$ cat src/rtl/lcdk_pkg.sv
package lcdk_pkg;

    typedef enum logic [1:0] {
        LV_LOW  = 2'b00,
        LV_MID  = 2'b01,
        LV_HIGH = 2'b10
    } lvl_e;

    typedef enum logic [1:0] {
        ST_IDLE = 2'b00,
        ST_DISP = 2'b01,
        ST_SCAN = 2'b10
    } seq_e;

endpackage

$ cat src/rtl/lcdk_regs.sv
module lcdk_regs #(
    parameter int N_COM = 3,
    parameter int N_SEG = 16,
    parameter int AW    = 2
) (
    input  logic                   clk,
    input  logic                   rst_n,
    input  logic                   halt,
    input  logic                   wr_en,
    input  logic [AW-1:0]          wr_addr,
    input  logic [N_SEG-1:0]       wr_data,
    output logic [N_COM*N_SEG-1:0] rows,
    output logic                   disp_en,
    output logic                   scan_w_disp
);

    localparam logic [AW-1:0] CTRL_ADDR = AW'(N_COM);

    for (genvar k = 0; k < N_COM; k++) begin : g_row
        always_ff @(posedge clk or negedge rst_n) begin
            if (!rst_n) begin
                rows[k*N_SEG +: N_SEG] <= '0;
            end else if (wr_en && wr_addr == AW'(k)) begin
                rows[k*N_SEG +: N_SEG] <= wr_data;
            end
        end
    end

    always_ff @(posedge clk or negedge rst_n) begin
        if (!rst_n) begin
            disp_en     <= 1'b0;
            scan_w_disp <= 1'b0;
        end else begin
            if (wr_en && wr_addr == CTRL_ADDR) begin
                disp_en     <= wr_data[0];
                scan_w_disp <= wr_data[1];
            end
            if (halt) begin
                disp_en <= 1'b0;
            end
        end
    end

endmodule

$ cat src/rtl/lcdk_seq.sv
module lcdk_seq
    import lcdk_pkg::*;
#(
    parameter int N_COM = 3,
    parameter int N_SRC = 6,
    parameter int PH_W  = 2,
    parameter int SRC_W = 3
) (
    input  logic             clk,
    input  logic             rst_n,
    input  logic             halt,
    input  logic             ce_rst,
    input  logic             tick,
    input  logic             disp_en,
    input  logic             scan_w_disp,
    output seq_e             state,
    output logic [PH_W-1:0]  phase,
    output logic             pol,
    output logic [SRC_W-1:0] src,
    output logic             slot_done
);

    localparam logic [PH_W-1:0]  LAST_PH  = PH_W'(N_COM - 1);
    localparam logic [SRC_W-1:0] LAST_SRC = SRC_W'(N_SRC - 1);

    seq_e             st_d;
    logic [PH_W-1:0]  ph_d;
    logic             pol_d;
    logic [SRC_W-1:0] src_d;

    // next-state logic
    always_comb begin
        st_d  = state;
        ph_d  = phase;
        pol_d = pol;
        src_d = src;
        if (tick) begin
            unique case (state)
                ST_IDLE: begin
                    st_d = disp_en ? ST_DISP : ST_SCAN;
                end
                ST_DISP: begin
                    if (!disp_en) begin
                        st_d = ST_SCAN;
                    end else if (phase == LAST_PH) begin
                        ph_d  = '0;
                        pol_d = ~pol;
                        st_d  = scan_w_disp ? ST_SCAN : ST_DISP;
                    end else begin
                        ph_d = phase + PH_W'(1);
                    end
                end
                ST_SCAN: begin
                    src_d = (src == LAST_SRC) ? '0 : src + SRC_W'(1);
                    st_d  = disp_en ? ST_DISP : ST_SCAN;
                end
                default: begin
                    st_d = ST_IDLE;
                end
            endcase
        end
    end

    // state register
    always_ff @(posedge clk or negedge rst_n) begin
        if (!rst_n) begin
            state <= ST_IDLE;
            phase <= '0;
            pol   <= 1'b0;
            src   <= '0;
        end else if (halt || ce_rst) begin
            state <= ST_IDLE;
            phase <= '0;
            pol   <= 1'b0;
            src   <= '0;
        end else begin
            state <= st_d;
            phase <= ph_d;
            pol   <= pol_d;
            src   <= src_d;
        end
    end

    // slot strobe
    always_comb begin
        slot_done = tick && (state == ST_SCAN) && !halt && !ce_rst;
    end

endmodule

$ cat src/rtl/lcdk_keymap.sv
module lcdk_keymap #(
    parameter int N_SRC   = 6,
    parameter int SENSE_W = 4,
    parameter int SRC_W   = 3
) (
    input  logic                       clk,
    input  logic                       rst_n,
    input  logic                       ce_rst,
    input  logic                       slot_done,
    input  logic [SRC_W-1:0]           src,
    input  logic [SENSE_W-1:0]         key_sense,
    output logic [N_SRC*SENSE_W-1:0]   key_map
);

    for (genvar j = 0; j < N_SRC; j++) begin : g_ent
        always_ff @(posedge clk or negedge rst_n) begin
            if (!rst_n) begin
                key_map[j*SENSE_W +: SENSE_W] <= '0;
            end else if (ce_rst) begin
                key_map[j*SENSE_W +: SENSE_W] <= '0;
            end else if (slot_done && src == SRC_W'(j)) begin
                key_map[j*SENSE_W +: SENSE_W] <= key_sense;
            end
        end
    end

endmodule

$ cat src/rtl/lcdk_drive.sv
module lcdk_drive
    import lcdk_pkg::*;
#(
    parameter int N_COM    = 3,
    parameter int N_SEG    = 16,
    parameter int N_SRC    = 6,
    parameter int SRC_BASE = 10,
    parameter int PH_W     = 2,
    parameter int SRC_W    = 3
) (
    input  logic                   halt,
    input  seq_e                   state,
    input  logic [PH_W-1:0]        phase,
    input  logic                   pol,
    input  logic [SRC_W-1:0]       src,
    input  logic                   disp_en,
    input  logic [N_COM*N_SEG-1:0] rows,
    output logic [2*N_COM-1:0]     com_lvl,
    output logic [2*N_SEG-1:0]     seg_lvl
);

    // level of the selected common and of an on segment in this frame
    lvl_e sel_lvl;
    lvl_e on_lvl;

    always_comb begin
        sel_lvl = pol ? LV_LOW : LV_HIGH;
        on_lvl  = pol ? LV_HIGH : LV_LOW;
    end

    for (genvar k = 0; k < N_COM; k++) begin : g_com
        lvl_e lv;
        always_comb begin
            lv = LV_LOW;
            if (!halt) begin
                unique case (state)
                    ST_DISP: begin
                        if (disp_en) begin
                            lv = (phase == PH_W'(k)) ? sel_lvl : LV_MID;
                        end
                    end
                    ST_SCAN: begin
                        lv = disp_en ? LV_MID : LV_LOW;
                    end
                    default: begin
                        lv = LV_LOW;
                    end
                endcase
            end
        end
        assign com_lvl[2*k +: 2] = lv;
    end

    for (genvar s = 0; s < N_SEG; s++) begin : g_seg
        logic                   act;
        logic [(1<<PH_W)-1:0]   col;
        lvl_e                   lv;

        if (s >= SRC_BASE && s < SRC_BASE + N_SRC) begin : g_src
            assign act = (src == SRC_W'(s - SRC_BASE));
        end else begin : g_plain
            assign act = 1'b0;
        end

        always_comb begin
            col = '0;
            for (int k = 0; k < N_COM; k++) begin
                col[k] = rows[k*N_SEG + s];
            end
        end

        always_comb begin
            lv = LV_LOW;
            if (!halt) begin
                unique case (state)
                    ST_DISP: begin
                        if (disp_en) begin
                            lv = col[phase] ? on_lvl : LV_MID;
                        end
                    end
                    ST_SCAN: begin
                        if (act) begin
                            lv = LV_HIGH;
                        end else begin
                            lv = disp_en ? LV_MID : LV_LOW;
                        end
                    end
                    default: begin
                        lv = LV_LOW;
                    end
                endcase
            end
        end
        assign seg_lvl[2*s +: 2] = lv;
    end

endmodule

$ cat src/rtl/lcdk_top.sv
module lcdk_top
    import lcdk_pkg::*;
#(
    parameter int N_COM    = 3,
    parameter int N_SEG    = 16,
    parameter int N_SRC    = 6,
    parameter int SRC_BASE = 10,
    parameter int SENSE_W  = 4,
    localparam int AW      = $clog2(N_COM + 1)
) (
    input  logic                     clk,
    input  logic                     rst_n,
    input  logic                     halt,
    input  logic                     ce_rst,
    input  logic                     tick,
    input  logic                     wr_en,
    input  logic [AW-1:0]            wr_addr,
    input  logic [N_SEG-1:0]         wr_data,
    input  logic [SENSE_W-1:0]       key_sense,
    output logic [2*N_COM-1:0]       com_lvl,
    output logic [2*N_SEG-1:0]       seg_lvl,
    output logic [N_SRC*SENSE_W-1:0] key_map
);

    localparam int PH_W  = (N_COM > 1) ? $clog2(N_COM) : 1;
    localparam int SRC_W = (N_SRC > 1) ? $clog2(N_SRC) : 1;

    logic [N_COM*N_SEG-1:0] rows;
    logic                   disp_en;
    logic                   scan_w_disp;
    seq_e                   state;
    logic [PH_W-1:0]        phase;
    logic                   pol;
    logic [SRC_W-1:0]       src;
    logic                   slot_done;

    lcdk_regs #(.N_COM(N_COM), .N_SEG(N_SEG), .AW(AW)) u_regs (
        .clk(clk), .rst_n(rst_n), .halt(halt),
        .wr_en(wr_en), .wr_addr(wr_addr), .wr_data(wr_data),
        .rows(rows), .disp_en(disp_en), .scan_w_disp(scan_w_disp)
    );

    lcdk_seq #(.N_COM(N_COM), .N_SRC(N_SRC), .PH_W(PH_W), .SRC_W(SRC_W)) u_seq (
        .clk(clk), .rst_n(rst_n), .halt(halt), .ce_rst(ce_rst), .tick(tick),
        .disp_en(disp_en), .scan_w_disp(scan_w_disp),
        .state(state), .phase(phase), .pol(pol), .src(src), .slot_done(slot_done)
    );

    lcdk_keymap #(.N_SRC(N_SRC), .SENSE_W(SENSE_W), .SRC_W(SRC_W)) u_keys (
        .clk(clk), .rst_n(rst_n), .ce_rst(ce_rst), .slot_done(slot_done),
        .src(src), .key_sense(key_sense), .key_map(key_map)
    );

    lcdk_drive #(
        .N_COM(N_COM), .N_SEG(N_SEG), .N_SRC(N_SRC), .SRC_BASE(SRC_BASE),
        .PH_W(PH_W), .SRC_W(SRC_W)
    ) u_drive (
        .halt(halt), .state(state), .phase(phase), .pol(pol), .src(src),
        .disp_en(disp_en), .rows(rows), .com_lvl(com_lvl), .seg_lvl(seg_lvl)
    );

endmodule

$ cat config.mk
export PLATFORM = sky130hd
export DESIGN_NAME = lcdk_top
export DESIGN_NICKNAME = d
export VERILOG_FILES = /design/src/rtl/lcdk_pkg.sv /design/src/rtl/lcdk_regs.sv /design/src/rtl/lcdk_seq.sv /design/src/rtl/lcdk_keymap.sv /design/src/rtl/lcdk_drive.sv /design/src/rtl/lcdk_top.sv
export SDC_FILE = /design/constraint.sdc
export NUM_CORES = 1
export LEC_CHECK = 0
export BUFFER_PORTS_ARGS = -buffer_cell sky130_fd_sc_hd__buf_4
export CAP_MARGIN = 10
export CORE_MARGIN = 1.5
export CORE_UTILIZATION = 30
export CTS_CLUSTER_SIZE = 20
export DETAILED_ROUTE_END_ITERATION = 10
export HOLD_SLACK_MARGIN = 0.15
export SYNTH_ARGS = -nofsm -noshare
export SYNTH_HDL_FRONTEND = slang
export SYNTH_SLANG_ARGS = --single-unit
$ cat constraint.sdc
create_clock -name clk -period 4.65 [get_ports clk]
set_input_delay 0.2325 -clock clk [delete_from_list [all_inputs] [get_ports clk]]
set_output_delay 0.2325 -clock clk [all_outputs]
set_load 0.01 [all_outputs]
==> results.yml <==
setup_path:
  cp_data_arrival_time_ns: 2.60
  worst_ep_required_time_ns: 4.42
  critPathMaxFanout: 16
  crit_path_end_kind: "primary output"
  crit_path_start_kind: "flop"
  kind_of_critical_path: "reg2out"
detailed_routing:
  vias_per_cell: 4.96
  vias: 3255
  wirelength_mm: 10.4
  drc_errors: 0
  drt_first_iter_violations: 164
  dr.pass1.iters: 4
  antenna_violating_nets_post_route: 0
  wl_per_cell_um: 15.8
floorplan:
  effective_utilization_at_floorplan_pct: 30.7
  ios: 90
  die_height_um: 119
  num_rows: 42
  fp.coreArea_um2: 13200
  die_w_um: 119
  die_area_um2: 14200
yosys:
  syn-num-nets: 411
  syn_inst: 379
  ys_ff_latch: 82
  netlist_top_cells_area: "sky130_fd_sc_hd__dfrtp_1 (51%), sky130_fd_sc_hd__mux2_2 (13%), sky130_fd_sc_hd__mux2i_1 (6.4%)"
  synthDominantAreaCellType: "sky130_fd_sc_hd__dfrtp_1"
  synth_largest_type_area_fraction_pct: 50.5
  async_flop_share_pct: 100
  yosys.cell_types.count: 35
  synth-edff-count: 0
  ys_seq_area_share_pct: 50.5
  ys.warnings.count: 0
  syn_avg_cell_area_um2: 10.7
  yosys_most_used_dff: "sky130_fd_sc_hd__dfrtp_1"
  synth.cell_area_um2: 4060
pwr:
  clkPwrFrac_pct: 40.7
  max_rail_drop_vdd_uv: 161
  comb_power_share_pct: 11.2
  netSwitchingFraction_pct: 24.0
  power_density_normalized_to_cell_area_nw_per_um2: 327
  seqPwrFrac_pct: 48.1
  switchingPower_mw: 0.418
  power_leakage_nw: 2.31
  p_int_mw: 1.32
clock_tree:
  root_buffer: "sky130_fd_sc_hd__clkbuf_16"
  cts.repair.resized: 0
  clkTransAtPathRegs_ns: 0.06
  cts.path.max_buffers: 2
  htree_num_levels: 3
  total_setup_buffers_inserted_after_cts: 0
  cts_inserted_buffers: 9
  clock-sinks: 82
  clkLatencyLatePin_ns: 0.34
  cts_tree: "yes"
sta:
  rsz0062_at_grt: "false"
  slew_violations: 0
  total_negative_slack_for_setup_checks_ns: 0
  achievable-frequency_ghz: 0.353
  post_layout_worst_setup_margin_ns: 1.82
  finalCritPeriodShare_pct: 60.9
  hold_violations: 0
  maxSlewHeadroom_pct: 29.3
  finalSetupViolCount: 0
  clock_skew_after_layout_ns: 0.00381
  post-route-min-period_ns: 2.83
  worst-slew-pin-transition_ns: 1.06
outcome:
  run_status: "finished, final reports clean"
grt:
  globalRouteTotalUtil_pct: 15.1
  vias_in_the_first_global_route: 3129
  global_route.overflow_total: 0
  grt_start_max_net_pins: 83
  global_route_wire_length_before_repair_mm: 16.4
  grt_antenna_before_repair: 0
cells_and_area:
  number_of_antenna_repair_diodes: 0
  nets: 507
  syn_to_final_growth_pct: 30.8
  layout_cells_sized_above_1_pct: 34.2
placed_design:
  hpwl_mm: 7.15
  place_congestion: 0.771
  place_worst_setup_slack_ns: 2.16
  buffer_ports.inserted: 89
job:
  timing.max_cap.violations: 0
hold_path:
  hold_path.class: "in2reg"
-- layer usage --
| metal | up-vias | global-route usage, % | part of all wire [%] |
|---|---|---|---|
| li1 | 1523 | - | - |
| met1 | 1628 | 19.1 | 45 |
| met2 | 90 | 24.6 | 48 |
| met3 | 14 | 3.64 | 4.9 |
| met4 | 0 | 6.55 | 2.1 |
| met5 | - | 0 | 0 |
-- metrics by stage --
| stage | power (mW) | utilization, % | std cells | hold slack, ns | cell area [µm²] |
|---|---|---|---|---|---|
| 3_3_place_gp | 1.02 | 36.7 | 624 | 0.446 | 4860 |
| 6_report | 1.74 | 40.1 | 656 | 0.160 | 5310 |
| 3_5_place_dp | 1.04 | 36.7 | 624 | 0.440 | 4860 |
| 5_1_grt | 1.81 | 40.1 | 656 | 0.159 | 5310 |
| 2_1_floorplan | 0.960 | - | 379 | -0.0631 | 4060 |
| 4_1_cts | 1.76 | 40.1 | 656 | 0.154 | 5310 |
-- synth_stat cells, types with 6 or more instances --
master,count
sky130_fd_sc_hd__dfrtp_1,82
sky130_fd_sc_hd__inv_1,7
sky130_fd_sc_hd__and2_1,12
sky130_fd_sc_hd__nor2_1,19
sky130_fd_sc_hd__mux2i_1,26
sky130_fd_sc_hd__a21oi_1,26
sky130_fd_sc_hd__buf_2,12
sky130_fd_sc_hd__clkbuf_1,9
sky130_fd_sc_hd__o21ai_0,25
sky130_fd_sc_hd__nand2_1,40
sky130_fd_sc_hd__a32o_1,6
sky130_fd_sc_hd__nand3_1,22
sky130_fd_sc_hd__mux2_2,48
sky130_fd_sc_hd__o22ai_1,6
-- cells by family after synthesis --
logic type / count (synthesis) / synth area share, %
mux: 75 / 20.0
simple gates: 118 / 15.0
compound gates: 68 / 9.39
buf+inv: 31 / 3.70
fa+ha+maj: 4 / 1.23
xor+xnor: 1 / 0.216
flops: 82 / 50.5
-- state kept, by name, indices dropped and copies added, names as in the netlist --
register,count
u_keys.key_map,24
u_regs.disp_en,1
u_regs.rows,48
u_regs.scan_w_disp,1
u_seq.phase,2
u_seq.pol,1
u_seq.src,3
u_seq.state,2
-- power groups by stage --
| stage | Clock (mW) | Sequential (mW) | Combinational [mW] |
|---|---|---|---|
| 3_5_place_dp | 0 | 0.848 | 0.187 |
| 3_3_place_gp | 0 | 0.843 | 0.181 |
| 5_1_grt | 0.752 | 0.846 | 0.217 |
| 2_1_floorplan | 0 | 0.836 | 0.124 |
| 6_report | 0.708 | 0.835 | 0.194 |
| 4_1_cts | 0.727 | 0.836 | 0.199 |
-- worst max-delay path, stage by stage (launching register included) --
cell and delay, ns:
sky130_fd_sc_hd__dfrtp_1 0.43, sky130_fd_sc_hd__inv_1 0.06, sky130_fd_sc_hd__ha_1 0.30, sky130_fd_sc_hd__nor2_2 0.30, sky130_fd_sc_hd__nand3_1 0.54, sky130_fd_sc_hd__o22ai_1 0.43
sky130_fd_sc_hd__buf_4 0.19
-- placed cells by master (no fill, tap or decap), types with 2 or more instances in the layout --
| cell type | n |
|---|---|
| sky130_fd_sc_hd__buf_4 | 93 |
| sky130_fd_sc_hd__dfrtp_1 | 82 |
| sky130_fd_sc_hd__mux2_2 | 48 |
| sky130_fd_sc_hd__nand2_1 | 40 |
| sky130_fd_sc_hd__a21oi_1 | 26 |
| sky130_fd_sc_hd__mux2i_1 | 26 |
| sky130_fd_sc_hd__o21ai_0 | 25 |
| sky130_fd_sc_hd__nand3_1 | 22 |
| sky130_fd_sc_hd__nor2_1 | 19 |
| sky130_fd_sc_hd__dlygate4sd3_1 | 16 |
| sky130_fd_sc_hd__and2_1 | 12 |
| sky130_fd_sc_hd__clkbuf_16 | 9 |
| sky130_fd_sc_hd__inv_1 | 7 |
| sky130_fd_sc_hd__o22ai_1 | 6 |
| sky130_fd_sc_hd__a32o_1 | 6 |
| sky130_fd_sc_hd__o21ai_1 | 4 |
| sky130_fd_sc_hd__nor3_1 | 4 |
| sky130_fd_sc_hd__ha_1 | 4 |
| sky130_fd_sc_hd__nand2b_1 | 3 |
| sky130_fd_sc_hd__nor3b_2 | 3 |
| sky130_fd_sc_hd__nand3b_1 | 3 |
| sky130_fd_sc_hd__clkinvlp_4 | 3 |
| sky130_fd_sc_hd__nor2_2 | 2 |
| sky130_fd_sc_hd__or3_1 | 2 |
-- repair_timing --
action                                  in CTS  in global routing
endpoints found under the setup margin       0                  0
hold buffers                                16                  0
endpoints found under the hold margin      123                  0
-- worst paths after layout --
check	slack, ns	start	depth (start not counted)	to
setup / recovery	1.82	u_seq.state[0]$_DFFE_PN0P_	6	seg_lvl[22]
hold / removal	0.16	wr_data[1]	2	u_regs.rows[33]$_DFFE_PN0P_
setup reg to reg	2.43	u_seq.state[0]$_DFFE_PN0P_	6	u_keys.key_map[5]$_DFFE_PN0P_
hold reg to reg	0.50	u_regs.rows[30]$_DFFE_PN0P_	1	u_regs.rows[30]$_DFFE_PN0P_
max in group asynchronous	3.34	rst_n	2	u_keys.key_map[3]$_DFFE_PN0P_
min in group asynchronous	0.60	rst_n	2	u_seq.phase[0]$_DFFE_PN0P_
-- cell type report --
type                       count  area (µm²)
clock buffer                  10         229
clock inverter                 6        66.3
fill                        1323        7930
inverter                       7        26.3
multi-input combinational    266        1860
sequential                    82        2050
tap                          176         220
timing repair buffer         109         858
(Power assumes the default switching activity.)
